$ cat config.mk
export PLATFORM = sky130hd
export DESIGN_NAME = pit_timer
export DESIGN_NICKNAME = d
export VERILOG_FILES = /design/src/rtl/pit_pkg.sv /design/src/rtl/pit_step.sv /design/src/rtl/pit_irq.sv /design/src/rtl/pit_timer.sv
export SDC_FILE = /design/constraint.sdc
export NUM_CORES = 1
export LEC_CHECK = 0
export ABC_AREA = 1
export ABC_CLOCK_PERIOD_IN_PS = 4350
export BUFFER_PORTS_ARGS = -buffer_cell sky130_fd_sc_hd__buf_2
export CAP_MARGIN = 25
export CORE_MARGIN = 10
export CORE_UTILIZATION = 26
export DETAILED_ROUTE_END_ITERATION = 6
export PLACE_DENSITY = 0.4
export SETUP_SLACK_MARGIN = 0.02
export SLEW_MARGIN = 0
export SYNTH_ARGS = -nofsm -noshare
export SYNTH_HDL_FRONTEND = slang
export SYNTH_SLANG_ARGS = --single-unit
$ cat constraint.sdc
create_clock -name clk_i -period 4.35 [get_ports clk_i]
set_input_delay 0.435 -clock clk_i [delete_from_list [all_inputs] [get_ports clk_i]]
set_output_delay 0.435 -clock clk_i [all_outputs]
set_load 0.005 [all_outputs]
$ cat src/rtl/pit_pkg.sv
package pit_pkg;
  localparam int ADDR_W = 3;
  localparam logic [ADDR_W-1:0] A_CTRL   = 3'd0;
  localparam logic [ADDR_W-1:0] A_COUNT  = 3'd1;
  localparam logic [ADDR_W-1:0] A_MATCH  = 3'd2;
  localparam logic [ADDR_W-1:0] A_RELOAD = 3'd3;
  localparam logic [ADDR_W-1:0] A_STATUS = 3'd4;

  typedef enum logic [1:0] {
    MODE_DOWN = 2'd0,
    MODE_UP   = 2'd1,
    MODE_CMP  = 2'd2,
    MODE_CMP2 = 2'd3
  } pit_mode_e;
endpackage

$ cat src/rtl/pit_step.sv
module pit_step
  import pit_pkg::*;
#(
  parameter int CNT_W    = 64,
  parameter int TICK_W   = 5,
  parameter int MAX_STEP = 16
) (
  input  logic [CNT_W-1:0]  cnt_i,
  input  logic [CNT_W-1:0]  match_i,
  input  pit_mode_e         mode_i,
  input  logic [TICK_W-1:0] tick_i,
  output logic [CNT_W-1:0]  next_o,
  output logic              hit_o
);
  localparam logic [TICK_W-1:0] STEP_CAP = TICK_W'(MAX_STEP);

  logic [TICK_W-1:0] step_t;
  logic [CNT_W-1:0]  step_w;
  logic [CNT_W:0]    sum;
  logic              moving;

  assign step_t = (tick_i > STEP_CAP) ? STEP_CAP : tick_i;
  assign step_w = CNT_W'(step_t);
  assign sum    = {1'b0, cnt_i} + {1'b0, step_w};
  assign moving = (step_t != '0);

  always_comb begin
    unique case (mode_i)
      MODE_DOWN: begin
        next_o = cnt_i - step_w;
        hit_o  = moving && (cnt_i <= step_w);
      end
      MODE_UP: begin
        next_o = sum[CNT_W-1:0];
        hit_o  = sum[CNT_W];
      end
      default: begin
        next_o = sum[CNT_W-1:0];
        hit_o  = moving && (cnt_i < match_i) && (sum >= {1'b0, match_i});
      end
    endcase
  end
endmodule

$ cat src/rtl/pit_irq.sv
module pit_irq (
  input  logic clk_i,
  input  logic rst_ni,
  input  logic set_i,
  input  logic clr_i,
  output logic pend_o
);
  logic pend_q;

  always_ff @(posedge clk_i or negedge rst_ni) begin
    if (!rst_ni)    pend_q <= 1'b0;
    else if (set_i) pend_q <= 1'b1;
    else if (clr_i) pend_q <= 1'b0;
  end

  assign pend_o = pend_q;

  p_pend_hold_r8: assert property (@(posedge clk_i) disable iff (!rst_ni)
    pend_q && !clr_i |=> pend_q);
  p_pend_set_r8: assert property (@(posedge clk_i) disable iff (!rst_ni)
    set_i |=> pend_q);
endmodule

$ cat src/rtl/pit_timer.sv
module pit_timer
  import pit_pkg::*;
#(
  parameter int CNT_W    = 64,
  parameter int TICK_W   = 5,
  parameter int MAX_STEP = 16
) (
  input  logic              clk_i,
  input  logic              rst_ni,
  input  logic [TICK_W-1:0] tick_cnt_i,
  input  logic              reg_we_i,
  input  logic [ADDR_W-1:0] reg_addr_i,
  input  logic [CNT_W-1:0]  reg_wdata_i,
  output logic [CNT_W-1:0]  reg_rdata_o,
  output logic              irq_o
);
  logic             en_q, per_q;
  pit_mode_e        mode_q;
  logic [CNT_W-1:0] cnt_q, match_q, reload_q;
  logic [CNT_W-1:0] step_next;
  logic             step_hit, term, pend;
  logic             wr_ctrl, wr_cnt, wr_match, wr_reload, wr_stat;

  assign wr_ctrl   = reg_we_i && (reg_addr_i == A_CTRL);
  assign wr_cnt    = reg_we_i && (reg_addr_i == A_COUNT);
  assign wr_match  = reg_we_i && (reg_addr_i == A_MATCH);
  assign wr_reload = reg_we_i && (reg_addr_i == A_RELOAD);
  assign wr_stat   = reg_we_i && (reg_addr_i == A_STATUS);

  pit_step #(.CNT_W(CNT_W), .TICK_W(TICK_W), .MAX_STEP(MAX_STEP)) u_step (
    .cnt_i   (cnt_q),
    .match_i (match_q),
    .mode_i  (mode_q),
    .tick_i  (tick_cnt_i),
    .next_o  (step_next),
    .hit_o   (step_hit)
  );

  // software count write wins over the tick in the same cycle
  assign term = en_q && !wr_cnt && step_hit;

  always_ff @(posedge clk_i or negedge rst_ni) begin
    if (!rst_ni) begin
      en_q   <= 1'b0;
      per_q  <= 1'b0;
      mode_q <= MODE_DOWN;
    end else if (wr_ctrl) begin
      en_q   <= reg_wdata_i[0];
      mode_q <= pit_mode_e'(reg_wdata_i[2:1]);
      per_q  <= reg_wdata_i[3];
    end else if (term && !per_q) begin
      en_q   <= 1'b0;
    end
  end

  always_ff @(posedge clk_i or negedge rst_ni) begin
    if (!rst_ni) begin
      cnt_q <= '0;
    end else if (wr_cnt) begin
      cnt_q <= reg_wdata_i;
    end else if (term) begin
      if (per_q)              cnt_q <= reload_q;
      else if (mode_q[1])     cnt_q <= step_next;
      else                    cnt_q <= '0;
    end else if (en_q) begin
      cnt_q <= step_next;
    end
  end

  always_ff @(posedge clk_i or negedge rst_ni) begin
    if (!rst_ni) begin
      match_q  <= '0;
      reload_q <= '0;
    end else begin
      if (wr_match)  match_q  <= reg_wdata_i;
      if (wr_reload) reload_q <= reg_wdata_i;
    end
  end

  pit_irq u_irq (
    .clk_i  (clk_i),
    .rst_ni (rst_ni),
    .set_i  (term),
    .clr_i  (wr_stat && reg_wdata_i[0]),
    .pend_o (pend)
  );

  assign irq_o = pend;

  always_comb begin
    unique case (reg_addr_i)
      A_CTRL:   reg_rdata_o = CNT_W'({per_q, mode_q, en_q});
      A_COUNT:  reg_rdata_o = cnt_q;
      A_MATCH:  reg_rdata_o = match_q;
      A_RELOAD: reg_rdata_o = reload_q;
      A_STATUS: reg_rdata_o = CNT_W'(pend);
      default:  reg_rdata_o = '0;
    endcase
  end

  p_cnt_write_r9: assert property (@(posedge clk_i) disable iff (!rst_ni)
    wr_cnt |=> cnt_q == $past(reg_wdata_i));
  p_idle_hold_r11: assert property (@(posedge clk_i) disable iff (!rst_ni)
    !en_q && !wr_cnt |=> $stable(cnt_q));
  p_oneshot_stop_r6: assert property (@(posedge clk_i) disable iff (!rst_ni)
    term && !per_q && !wr_ctrl |=> !en_q);
  p_periodic_reload_r7: assert property (@(posedge clk_i) disable iff (!rst_ni)
    term && per_q && !wr_ctrl |=> en_q && cnt_q == $past(reload_q));
endmodule

==> results.txt, run 1 <==
The flow ran to the end, but the final reports show violations. The checks that failed: setup timing. The worst setup slack after layout came out at -0.0869 ns. A synthesized cell averages 6.19 um2. Of all nets on the critical path, the largest fanout is 5.

Max-cap violations in this run came to 0. Detailed-placement wirelength estimate: 81100 um. TritonCTS built the clock tree. In this run the worst hold path is classified as in2reg.

Setup violations remaining at the end of the flow were counted as 63. For the initial antenna violation count, the log shows 2. The critical path class was reg2reg. Once layout is complete, the cells apart from fillers number 4533. The number of global-route vias before repair came out at 22224. The share of cells above drive strength 1 was 0.245.

The clock arrives with 0.0209 ns of skew. The tools report the die footprint as 0.0856 mm2. The clock reaches the later pin of the worst-skew pair after 0.52 ns.

The clock period minus final worst setup slack came out at 4.44 ns. After clock tree synthesis, the clock-pin slew on the worst setup and hold paths is 0.09 ns. The pre-antenna-repair detailed-routing pass consisted of 5 iterations. The prevailing post-synth register cell was dfrtp_1. Counting flops and latches in the post-synthesis netlist gives 197. The achievable clock frequency is 0.225 GHz. The first global-routing pass estimated 153000 um of wire. TritonCTS created 17 clock buffers. The run gives 0 as the post-detailed-route DRC marker count. Summing all placed instances gives a cell area of 0.0233 mm2. For the largest net degree at the start of global routing, the log shows 95. Ranked by total cell area, the synthesized netlist is headed by dfrtp_1 26%, nand2_1 20%, ha_1 8.9%, inv_1 8.2%, nand3_1 7.0%. The worst reg-to-reg setup slack came out at -0.09 ns.

The finished cells cover 0.0261 mm2. Summed over all cells, the static leakage comes to 13.3 nW. In this run, distinct cell masters in the synthesized netlist total 56. In this design, the stage delay of the slowest critical-path cell is 0.46 ns. The initial core utilization is 0.263. Slowest cell on the critical path: dfrtp_2. The most repeated library cell on the critical path is nand2_1. Counting tap cells, the placed design contains a total of 4422 instances.

Using the TritonRoute via totals, the vias-per-cell ratio works out to 4.98. Sequential fraction of the synthesis area: 0.255. Measured along the y axis, the die boundary spans 293 um.

The total routing usage reported by global routing is 0.240. The deepest clock path buffer count is 2, and the overall die width is 293 um. The run gives 0.115 as the relative contribution of the clock network to total power. CTS built an H-tree with a depth of 4. The run gives -1.31 ns as the worst setup timing slack at the placement stage. Ranked by instance count, the synthesized netlist is headed by 1011 x nand2_1, 420 x inv_1, 269 x nand3_1. The proportion of netlist area held by the largest area contributor is 0.255. After global routing the overflow that remains totals 0. The share of the clock period used by the worst path after layout works out to 1.02. The residual antenna-violating net count after detailed routing was 0.

For the worst slew margin relative to its limit, the log shows 0.378. Setup repair after global routing could not meet its margin everywhere. The element type at the critical path end was a register. The number of warning messages in the yosys log is 0, and the total nets after synthesis is 3336. The run gives 0 as the count of endpoints failing hold in the final timing report. For the total internal power, the log shows 0.00714 W. The part of the total power dissipated in combinational logic is 0.690, and the slew of the pin with the lowest slew margin is 0.934 ns.

Relative to the synthesized area, the layout overhead comes to 35.0%. Summed over all layers, the routed wires come to 106000 um. The max-slew violation total from the final report is 0.

The share of synthesized flip-flops with an asynchronous set or reset was 1.00; the routed length per placed instance was 23.4 um. The number of flops mapped to enable cells by yosys is 0, and the placeable core area is 0.0733 mm2. The weighted congestion at the end of routability-driven global placement is 0.944, and the synthesized instance count is 3122.

Number of DRC markers after the initial detailed-route iteration: 1596. The number of core rows came out at 99. Counting every sink on the clock net gives 197. Largest vdd supply drop: 291 uV.

0 antenna diodes ended up in the layout. The total via count in the routed design came out at 22571. After the last flow step, the layout net total stands at 3775. The clock root buffer master is clkbuf_16. The number of buffers inserted by port buffering was 139; the post-synthesis cell area was 0.0193 mm2. Data on the critical path arrives at its endpoint at 4.88 ns. The most instantiated library cell after synthesis is nand2_1. The share of total power consumed by net switching was 0.526.

140 I/O pins were placed. The tools report the kind of start point of the critical path as a register. For this design the ratio of total power to cell area is 579 mW/mm2. The part of the power in registers is 0.194, and the required time of the critical path is 4.79 ns. Of all cell types, the one taking the most synthesized area is dfrtp_1. Summed over all nets, the switching power comes to 0.00794 W.
-- worst paths after layout --
check	startpoint	endpoint	depth (start not counted)
setup reg to reg	cnt_q[3]$_DFFE_PN0P_	cnt_q[50]$_DFFE_PN0P_	36
setup / recovery	cnt_q[3]$_DFFE_PN0P_	cnt_q[50]$_DFFE_PN0P_	36
max in group asynchronous	rst_ni	reload_q[19]$_DFFE_PN0P_	3
min in group asynchronous	rst_ni	per_q$_DFFE_PN0P_	2
hold / removal	reg_wdata_i[3]	per_q$_DFFE_PN0P_	3
hold reg to reg	match_q[48]$_DFFE_PN0P_	match_q[48]$_DFFE_PN0P_	2
-- sequential cells by signal, indices dropped and copies added (netlist names) --
name,cells
u_irq.pend_o,1
match_q,64
en_q,1
per_q,1
reload_q,64
mode_q,2
cnt_q,64
-- area by class of cell --
type / count / area (um2)
multi-input cells: 2329 / 13000
repair buffers: 565 / 4600
well taps: 959 / 1200
inverters: 451 / 1710
clock inverters: 12 / 146
flip-flops and latches: 197 / 4940
clock buffers: 20 / 437
fillers: 8066 / 47300
-- worst max-delay path, delay by kind of cell (launching register included) --
kind	cells	cell delay, ns
buffers and inverters	11	1.45
AO/OA/AOI/OAI	1	0.12
flip-flops	1	0.46
AND/OR/NAND/NOR	22	1.79
adder cells (fa/ha/maj)	2	0.50
-- cells in the final DEF, fill, tap and decap left out, drive strengths merged, types with 3 or more instances in the layout --
cell type	count
buf	560
o31ai	3
inv	453
xor2	37
nor3	54
o21a	6
a22oi	4
a21o	4
nand2	1022
dfrtp	197
o22ai	72
clkinvlp	3
nand3	271
o21ai	234
clkinv	5
nand4	54
a21oi	63
nor2	254
o221ai	61
and2	19
ha	137
nor4	4
nand3b	9
clkbuf	24
a21boi	6
o21bai	3
-- stage by stage --
step           hold slack, ns  setup TNS [ns]   util  power (W)
3_3_place_gp            0.468          -81.86  0.317     0.0116
4_1_cts                0.0977           -5.67  0.342     0.0145
6_report                0.136           -2.75  0.355     0.0151
2_1_floorplan           0.139               0      -    0.00800
5_1_grt                 0.145          -15.25  0.355     0.0163
3_5_place_dp            0.476          -83.21  0.318     0.0117
-- metal layers --
layer	part of all wire	global-route usage	routed length [um]
met2	0.47	0.399	49600
met5	0.00028	0	30
met4	0.017	0.0487	1810
met3	0.042	0.0272	4450
met1	0.47	0.330	50400
-- power groups by stage --
stage	Combinational (W)	Sequential, W	Clock (W)
floorplan	0.00526	0.00275	0
global placement	0.00870	0.00295	0
detailed placement	0.00881	0.00293	0
CTS	0.00977	0.00292	0.00180
global route	0.0115	0.00301	0.00186
finish	0.0104	0.00293	0.00174
-- repair_timing --
| action | CTS | global route |
|---|---|---|
| gates resized for setup | 120 | 197 |
| buffers inserted | 43 | 22 |
| endpoints found under the hold margin | 36 | 0 |
| hold buffers | 1 | 0 |
| pin swaps | 34 | 81 |
| setup endpoints to repair | 66 | 66 |
| cloned | 12 | 6 |
-- kinds of logic after synthesis --
logic type | count (synthesis) | synth area share
and+or+nand+nor | 1690 | 0.369
AOI/OAI and AO/OA | 461 | 0.141
DFF | 197 | 0.255
xor gates and xnor gates | 38 | 0.0172
buffers and inverters | 597 | 0.126
adders and majority gates | 139 | 0.0908
(Power assumes the default switching activity.)
==> inputs of run 2 (changes only) <==
--- a/config.mk
+++ b/config.mk
@@ -14,6 +14,7 @@
 export DETAILED_ROUTE_END_ITERATION = 6
 export PLACE_DENSITY = 0.4
 export SETUP_SLACK_MARGIN = 0.02
+export SKIP_CTS_REPAIR_TIMING = 1
 export SLEW_MARGIN = 0
 export SYNTH_ARGS = -nofsm -noshare
 export SYNTH_HDL_FRONTEND = slang
==> run 2 against run 1 <==
Utilization fell by 1.1 points. Via count fell by 1.5%. Clock power barely moved. Critical path depth rose by 3. The run ends with hold timing, setup timing left. Sequential power barely moved. Global-route usage fell by 1.1 points. Worst hold slack got worse by 0.17 ns. Wire length fell by 2.9%. Critical path type is now in2reg.
==> results.txt, run 2 (synthesis gave the netlist of run 1 again) <==
The buffers plus inverters on the worst setup path is 11, and the clock period minus final worst setup slack is 4.46 ns. The total internal power is 0.00672 W, and the total routing usage reported by global routing is 0.228. The library cells used most frequently in the layout, excluding fill and tap cells, are 902 x nand2_1, 405 x inv_1, 334 x buf_4.

The initialized floorplan defines 99 standard-cell rows. The count of TritonRoute iterations in the first routing pass came out at 6. The vertical die dimension was 293 um; the worst reg-to-reg setup slack was -0.03 ns. The overall die width came out at 293 um. The critical path in this run is classified as in2reg. Clock buffer count from CTS: 17. The logs give 2 for the deepest clock path buffer count and 140 for the number of top-level pins.

The tools report the initial core utilization as 0.263. In this run, placement finished with an instance count of 4422. Data on the critical path arrives at its endpoint at 4.86 ns. The power per unit of standard cell area was 568 mW/mm2; the placeable core area was 0.0733 mm2. The tools report the element type at the critical path end as a register.

The share of total power consumed by net switching is 0.532. The slowest stage of the critical path belongs to the cell ha_1. In this run the worst path has a maximum fanout of 7. The maximum level of the CTS H-tree is 4. The logs give 0 for the initial antenna violation count and 0.0856 mm2 for the die footprint. The first global-routing pass estimated 147000 um of wire.

The share of cells above drive strength 1 came out at 0.229. Grouping stages by cell kind, the critical path spends the most delay in simple AND/OR/NAND/NOR gates. In this run the clock root is driven by a clkbuf_16. The tools report the relative contribution of the clock network to total power as 0.121.

Setup repair after global routing could not meet its margin everywhere. The run gives 0 as the max-slew violation total from the final report. Static timing analysis puts the maximum clock frequency at 0.224 GHz. Leaving out fill and tap cells, the most frequent cell in the layout is nand2_1.

The post-detailed-route DRC marker count came out at 0. The part of the power in registers is 0.204, and the number of sinks driven by the clock tree is 197. The most numerous cell type found on the critical path is nand2_1. The run gives 103000 um as the wire length after detailed routing. The largest registers in the layout are cnt_q (64), match_q (64), reload_q (64). The tightest min-delay check is of the in2async type. The final design utilization was 0.345; the total via count in the routed design was 22243.

For the final routed database, the setup TNS stands at -3.21 ns. Summed over all nets, the half-perimeter wirelength after detailed placement is 81100 um. The weighted congestion at the end of routability-driven global placement came out at 0.944. Setup violations remaining at the end of the flow were counted as 53. The tightest hold margin was -0.0349 ns; the worst setup slack after layout was -0.106 ns. In the final routed layout, each cell accounts on average for 23.0 um. The signed area change from the synthesized netlist to the final layout came out at 30.9%. For the static power due to leakage, the log shows 12.9 nW.

The part of the total power dissipated in combinational logic is 0.675, and the number of cells in the finished layout apart from fillers is 4483. The number of max-cap violations came out at 0. VDD sags by at most 292 uV. The largest single stage delay on the critical path is 0.31 ns. The number of global-route vias before repair is 21608. The run finished, with violations left. The first routing iteration left 1610 violations. The count of endpoints failing hold in the final timing report was 29; the number of nets in the finished design was 3723. The number of buffers inserted by port buffering is 139. The clock insertion delay at the later pin of the skew report was 0.52 ns; the routed via count divided by cell count was 4.96.

The required time of the critical path came out at 4.75 ns. The slew of the pin with the lowest slew margin is 0.947 ns, and the clock transition time at the flip-flop clock pins of the worst setup and hold paths is 0.09 ns. The share of the clock period used by the worst path after layout was 1.02; the power dissipated by switching net loads was 0.00765 W. On the final layout, the worst clock skew is 0.0203 ns. TritonCTS built the clock tree. The residual antenna-violating net count after detailed routing is 0.

Entering global routing, the biggest net connects 95 pins. STA classifies the critical path startpoint as an input port. Total global routing overflow: 0. The final reports fail on hold timing, setup timing. For the worst slew margin relative to its limit, the log shows 0.369.
[run 2: stage by stage]
| stage | hold WS, ns | cell area (um2) | total power [W] | setup slack [ns] |
|---|---|---|---|---|
| 3_5_place_dp | 0.476 | 23300 | 0.0117 | -1.31 |
| 2_1_floorplan | 0.139 | 19300 | 0.00800 | 0.162 |
| 6_report | -0.0349 | 25300 | 0.0144 | -0.106 |
| 4_1_cts | -0.0238 | 23900 | 0.0136 | -0.786 |
| 5_1_grt | 0.0130 | 25300 | 0.0156 | -0.281 |
| 3_3_place_gp | 0.468 | 23300 | 0.0116 | -1.30 |
[run 2: final timing paths]
kind	startpoint	endpoint	depth (start not counted)
min	rst_ni	per_q$_DFFE_PN0P_	1
max in group asynchronous	rst_ni	reload_q[19]$_DFFE_PN0P_	2
min reg2reg	match_q[48]$_DFFE_PN0P_	match_q[48]$_DFFE_PN0P_	2
max	tick_cnt_i[2]	cnt_q[32]$_DFFE_PN0P_	39
max reg2reg	cnt_q[0]$_DFFE_PN0P_	cnt_q[32]$_DFFE_PN0P_	32
min in group clk_i	reg_wdata_i[3]	per_q$_DFFE_PN0P_	3
[run 2: routing by layer]
layer  vias up  GRT usage  part of all wire
li1      10899          -                 -
met1     10802      0.318              0.48
met2       487      0.382              0.47
met3        55     0.0242             0.035
met4         0     0.0338             0.013
met5         -          0                 0
[run 2: power groups by stage]
stage                     clock, W  sequential (W)  combinational, W
final                      0.00174         0.00293           0.00971
after global routing       0.00186         0.00300            0.0108
after CTS                  0.00180         0.00291           0.00885
after detailed placement         0         0.00293           0.00881
after global placement           0         0.00295           0.00870
after floorplan                  0         0.00275           0.00526
[run 2: final cells by class]
class | count | area, um2
Fill cell | 8130 | 48000
Multi-Input combinational cell | 2329 | 12900
Sequential cell | 197 | 4930
Timing Repair Buffer | 513 | 3950
Inverter | 451 | 1710
Tap cell | 959 | 1200
Clock buffer | 20 | 437
Clock inverter | 12 | 146
Antenna cell | 2 | 5.00
==> inputs of run 3 (changes only) <==
--- a/config.mk
+++ b/config.mk
@@ -5,7 +5,6 @@
 export SDC_FILE = /design/constraint.sdc
 export NUM_CORES = 1
 export LEC_CHECK = 0
-export ABC_AREA = 1
 export ABC_CLOCK_PERIOD_IN_PS = 4350
 export BUFFER_PORTS_ARGS = -buffer_cell sky130_fd_sc_hd__buf_2
 export CAP_MARGIN = 25
==> run 3 against run 2 <==
The flow still finishes with violations (hold timing, setup timing). Synthesized cell count is 39% lower. Count of clock-buffer cells in the layout is 3 higher. Sequential share of layout area is 5.2 points higher. Die area is 15% lower. Final area is 21% lower. Clock skew hardly changed. Synthesized area is 16% lower. Fmax is 10% lower. Register-to-register slack worse by 0.58 ns. Worst hold slack better by 0.026 ns. Largest cell class unchanged.
==> results.txt, run 3 <==
Share of cells above drive strength 1: 0.253. The run gives 0.166 as the relative contribution of the clock network to total power. TritonCTS built the clock tree.

The part of the power in registers came out at 0.258. The worst slew margin relative to its limit is 0.362. In this run the worst path has a maximum fanout of 10. When the netlist entered floorplanning its net count stood at 2117.

Clock buffer count from CTS: 17. The share of synthesized flip-flops with an asynchronous set or reset is 1.00, and the number of different library cells in the post-synthesis netlist is 69. The cell area that synthesis handed to floorplanning was 0.0163 mm2.

The most common cell in the synthesized netlist is nand2_1. For the sequential fraction of the synthesis area, the log shows 0.303. Dividing total power by cell area gives a power density of 542 mW/mm2. The HPWL after detailed placement is 46900 um. Element type at the critical path end: a register. Entering global routing, the biggest net connects 90 pins. STA classifies the critical path startpoint as a register. Post-synthesis mux area share: 0.0862. Yosys attributes the largest share of cell area to dfrtp_1 30%, ha_1 11%, mux2_2 7.9%, o21ai_0 5.2%, nand2_1 5.1%. The number of global-route vias before repair is 15374, and the routed via count divided by cell count is 5.05. The largest registers in the layout are cnt_q (64), match_q (64), reload_q (64). In the synthesized netlist, the cells that appear most often are 220 x nand2_1, 197 x dfrtp_1, 170 x o21ai_0. The analysis attributes to net switching a power of 0.00471 W.

The synthesized design contains 0 enable-type register cells. The worst setup slack after layout was -0.610 ns; the worst reg-to-reg setup slack was -0.61 ns. The cell taking the most area after synthesis was dfrtp_1. The overall die width is 270 um. Setup violations remaining at the end of the flow were counted as 66.

The first routing iteration left 881 violations. The placeable core area is 0.0618 mm2. The clock period minus final worst setup slack was 4.96 ns. Static timing analysis puts the maximum clock frequency at 0.202 GHz.

After filler insertion, the fill cell instance count of the layout stands at 6578. The adder-cell share of the synthesized area is 0.108, and the area fraction in and, or, nand and nor cells after synthesis is 0.190. The flow ran to the end, but the final reports show violations. In this run the mean area of a mapped cell was 8.56 um2. 140 I/O pins were placed. The leading cell type in the layout, fill and taps excluded is nand2_1. The run gives 0.873 as the weighted congestion at the end of routability-driven global placement. The floorplan step defined a die boundary enclosing 0.0731 mm2. Counting flops and latches in the post-synthesis netlist gives 197. The share of total power consumed by net switching was 0.436; the number of warning messages in the yosys log was 0.

The H-tree generated during clock tree synthesis spans 4 levels. Dividing the detail-routed wire length by the instance count gives 21.6 um. The tool flagged a number of max-cap violations equal to 0. The count of buffers added on input and output ports is 139. On the final layout, the worst clock skew is 0.0200 ns.

The clock transition time at the flip-flop clock pins of the worst setup and hold paths was 0.08 ns. The critical path class was reg2reg. At the worst endpoint, the required time is 4.80 ns. The tools report the initial core utilization as 0.264. The worst-case IR drop observed on VDD is 365 uV. In this run the deepest clock path goes through 2 buffers. The arrival time of data at the critical path endpoint was 5.41 ns; the clock insertion delay at the later pin of the skew report was 0.51 ns. The floorplan has 91 rows. The run gives 0 as the max-slew violation total from the final report. In the layout the commonest cells are 220 x nand2_1, 194 x dfrtp_1, 184 x buf_4.

For the count of endpoints failing hold in the final timing report, the log shows 9. Prevailing post-synth register cell: dfrtp_1. The worst register-to-register path ends at cnt_q[38]$_DFFE_PN0P_.

The tightest hold margin was -0.00853 ns. The compound-cell area share of the yosys netlist came out at 0.186. The parity-gate share of the synthesized area counting xor and xnor cells is 0.0661. The total negative setup slack was -36.73 ns; the vertical die dimension was 270 um. The proportion of netlist area held by the largest area contributor was 0.303. In this run the critical register-to-register path is launched from cnt_q[0]$_DFFE_PN0P_. The first global-routing pass estimated 96600 um of wire. The share of the clock period used by the worst path after layout was 1.14. The clock root buffer master was clkbuf_16.

The total via count in the routed design is 14972, and the total routing usage reported by global routing is 0.170. The first detailed-routing pass took 5 iterations. The number of sinks driven by the clock tree was 197; the initial antenna violation count was 4. For the post-detailed-route DRC marker count, the log shows 0. The slew of the pin with the lowest slew margin came out at 0.951 ns.

The tightest min-delay check is of the in2async type. The static power due to leakage came out at 8.82 nW. Global routing finished with a remaining overflow of 0. The synthesized instance count is 1903. The checks that failed: hold timing, setup timing. Setup repair after global routing could not meet its margin everywhere.

The part of the total power dissipated in combinational logic was 0.576; the signed area change from the synthesized netlist to the final layout was 22.3%. Wires add up to 63900 um. The total internal power was 0.00609 W; the final design utilization was 0.322.

The number of nets in the finished design came out at 2330. In this run the remaining antenna-violating nets after routing total 0. Measured in cells, the most critical reg-to-reg path has a length of 22. Critical path startpoint: cnt_q[0]$_DFFE_PN0P_.

By area, the combinational part of the netlist is dominated by simple AND/OR/NAND/NOR gates. The worst setup timing slack at the placement stage was -1.39 ns.
==> run 3: kinds of logic (layout without fill, tap and decap cells) <==
logic type	Yosys count	after routing
other	0	1
AOI/OAI and AO/OA	458	458
buffers and inverters	233	459
xor gates and xnor gates	123	123
DFF	197	197
muxes	121	121
and+or+nand+nor	632	632
adders and majority gates	139	139
==> run 3: stage by stage <==
stage,std cells,cell area [um2],power [W]
floorplan,1903,16400,0.00665
global placement,2922,19000,0.00881
detailed placement,2922,19000,0.00889
CTS,2954,19600,0.0108
global route,2967,19900,0.0117
finish,2967,19900,0.0108
==> run 3: cell type report <==
class / instances / area [um2] / share of cell area
diodes: 1 / 2.50 / 0.000126
flip-flops and latches: 197 / 4930 / 0.248
clock inverters: 9 / 143 / 0.00716
repair buffers: 339 / 2410 / 0.121
clock buffers: 23 / 478 / 0.0240
inverters: 88 / 330 / 0.0166
well taps: 837 / 1050 / 0.0525
multi-input cells: 1473 / 10600 / 0.531
==> run 3: metal layers <==
| metal | share of wire | global-route usage | vias to the layer above | wire length (um) |
|---|---|---|---|---|
| li1 | - | - | 7229 | - |
| met1 | 0.48 | 0.230 | 7348 | 30800 |
| met2 | 0.46 | 0.270 | 318 | 29300 |
| met3 | 0.037 | 0.0291 | 73 | 2350 |
| met4 | 0.024 | 0.0541 | 4 | 1510 |
| met5 | 0.00041 | 0 | - | 26 |
==> run 3: worst max path at each step <==
stage                                 end  slack (ns)  cells after the start
global placement    cnt_q[53]$_DFFE_PN0P_       -1.14                     25
floorplan           cnt_q[39]$_DFFE_PN0P_       -0.79                     23
global route        cnt_q[22]$_DFFE_PN0P_       -0.79                     24
detailed placement  cnt_q[22]$_DFFE_PN0P_       -1.39                     26
finish              cnt_q[38]$_DFFE_PN0P_       -0.61                     22
CTS                 cnt_q[22]$_DFFE_PN0P_       -1.07                     22
==> run 3: worst max-delay path: stages, from the launching register on <==
cell and delay [ns]:
dfrtp_2 0.42, ha_4 0.15, inv_2 0.03, fa_2 0.36, o21bai_4 0.17, a221oi_4 0.09
or2_4 0.28, nor2_4 0.10, nand4_1 0.14, or3_4 0.37, buf_6 0.13, xnor2_1 0.12
ha_1 0.30, nand4_1 0.12, or4_4 0.57, nor4_2 0.16, o22ai_1 0.10, and3_4 0.20
o21a_4 0.20, nor4_4 0.31, buf_6 0.23, clkbuf_16 0.19, a221o_1 0.14
==> run 3: power by group through the flow <==
| stage | clock network [W] | registers [W] | logic (W) |
|---|---|---|---|
| 3_5_place_dp | 0 | 0.00281 | 0.00608 |
| 4_1_cts | 0.00187 | 0.00278 | 0.00612 |
| 5_1_grt | 0.00191 | 0.00286 | 0.00694 |
| 6_report | 0.00179 | 0.00279 | 0.00622 |
| 2_1_floorplan | 0 | 0.00271 | 0.00394 |
| 3_3_place_gp | 0 | 0.00281 | 0.00600 |
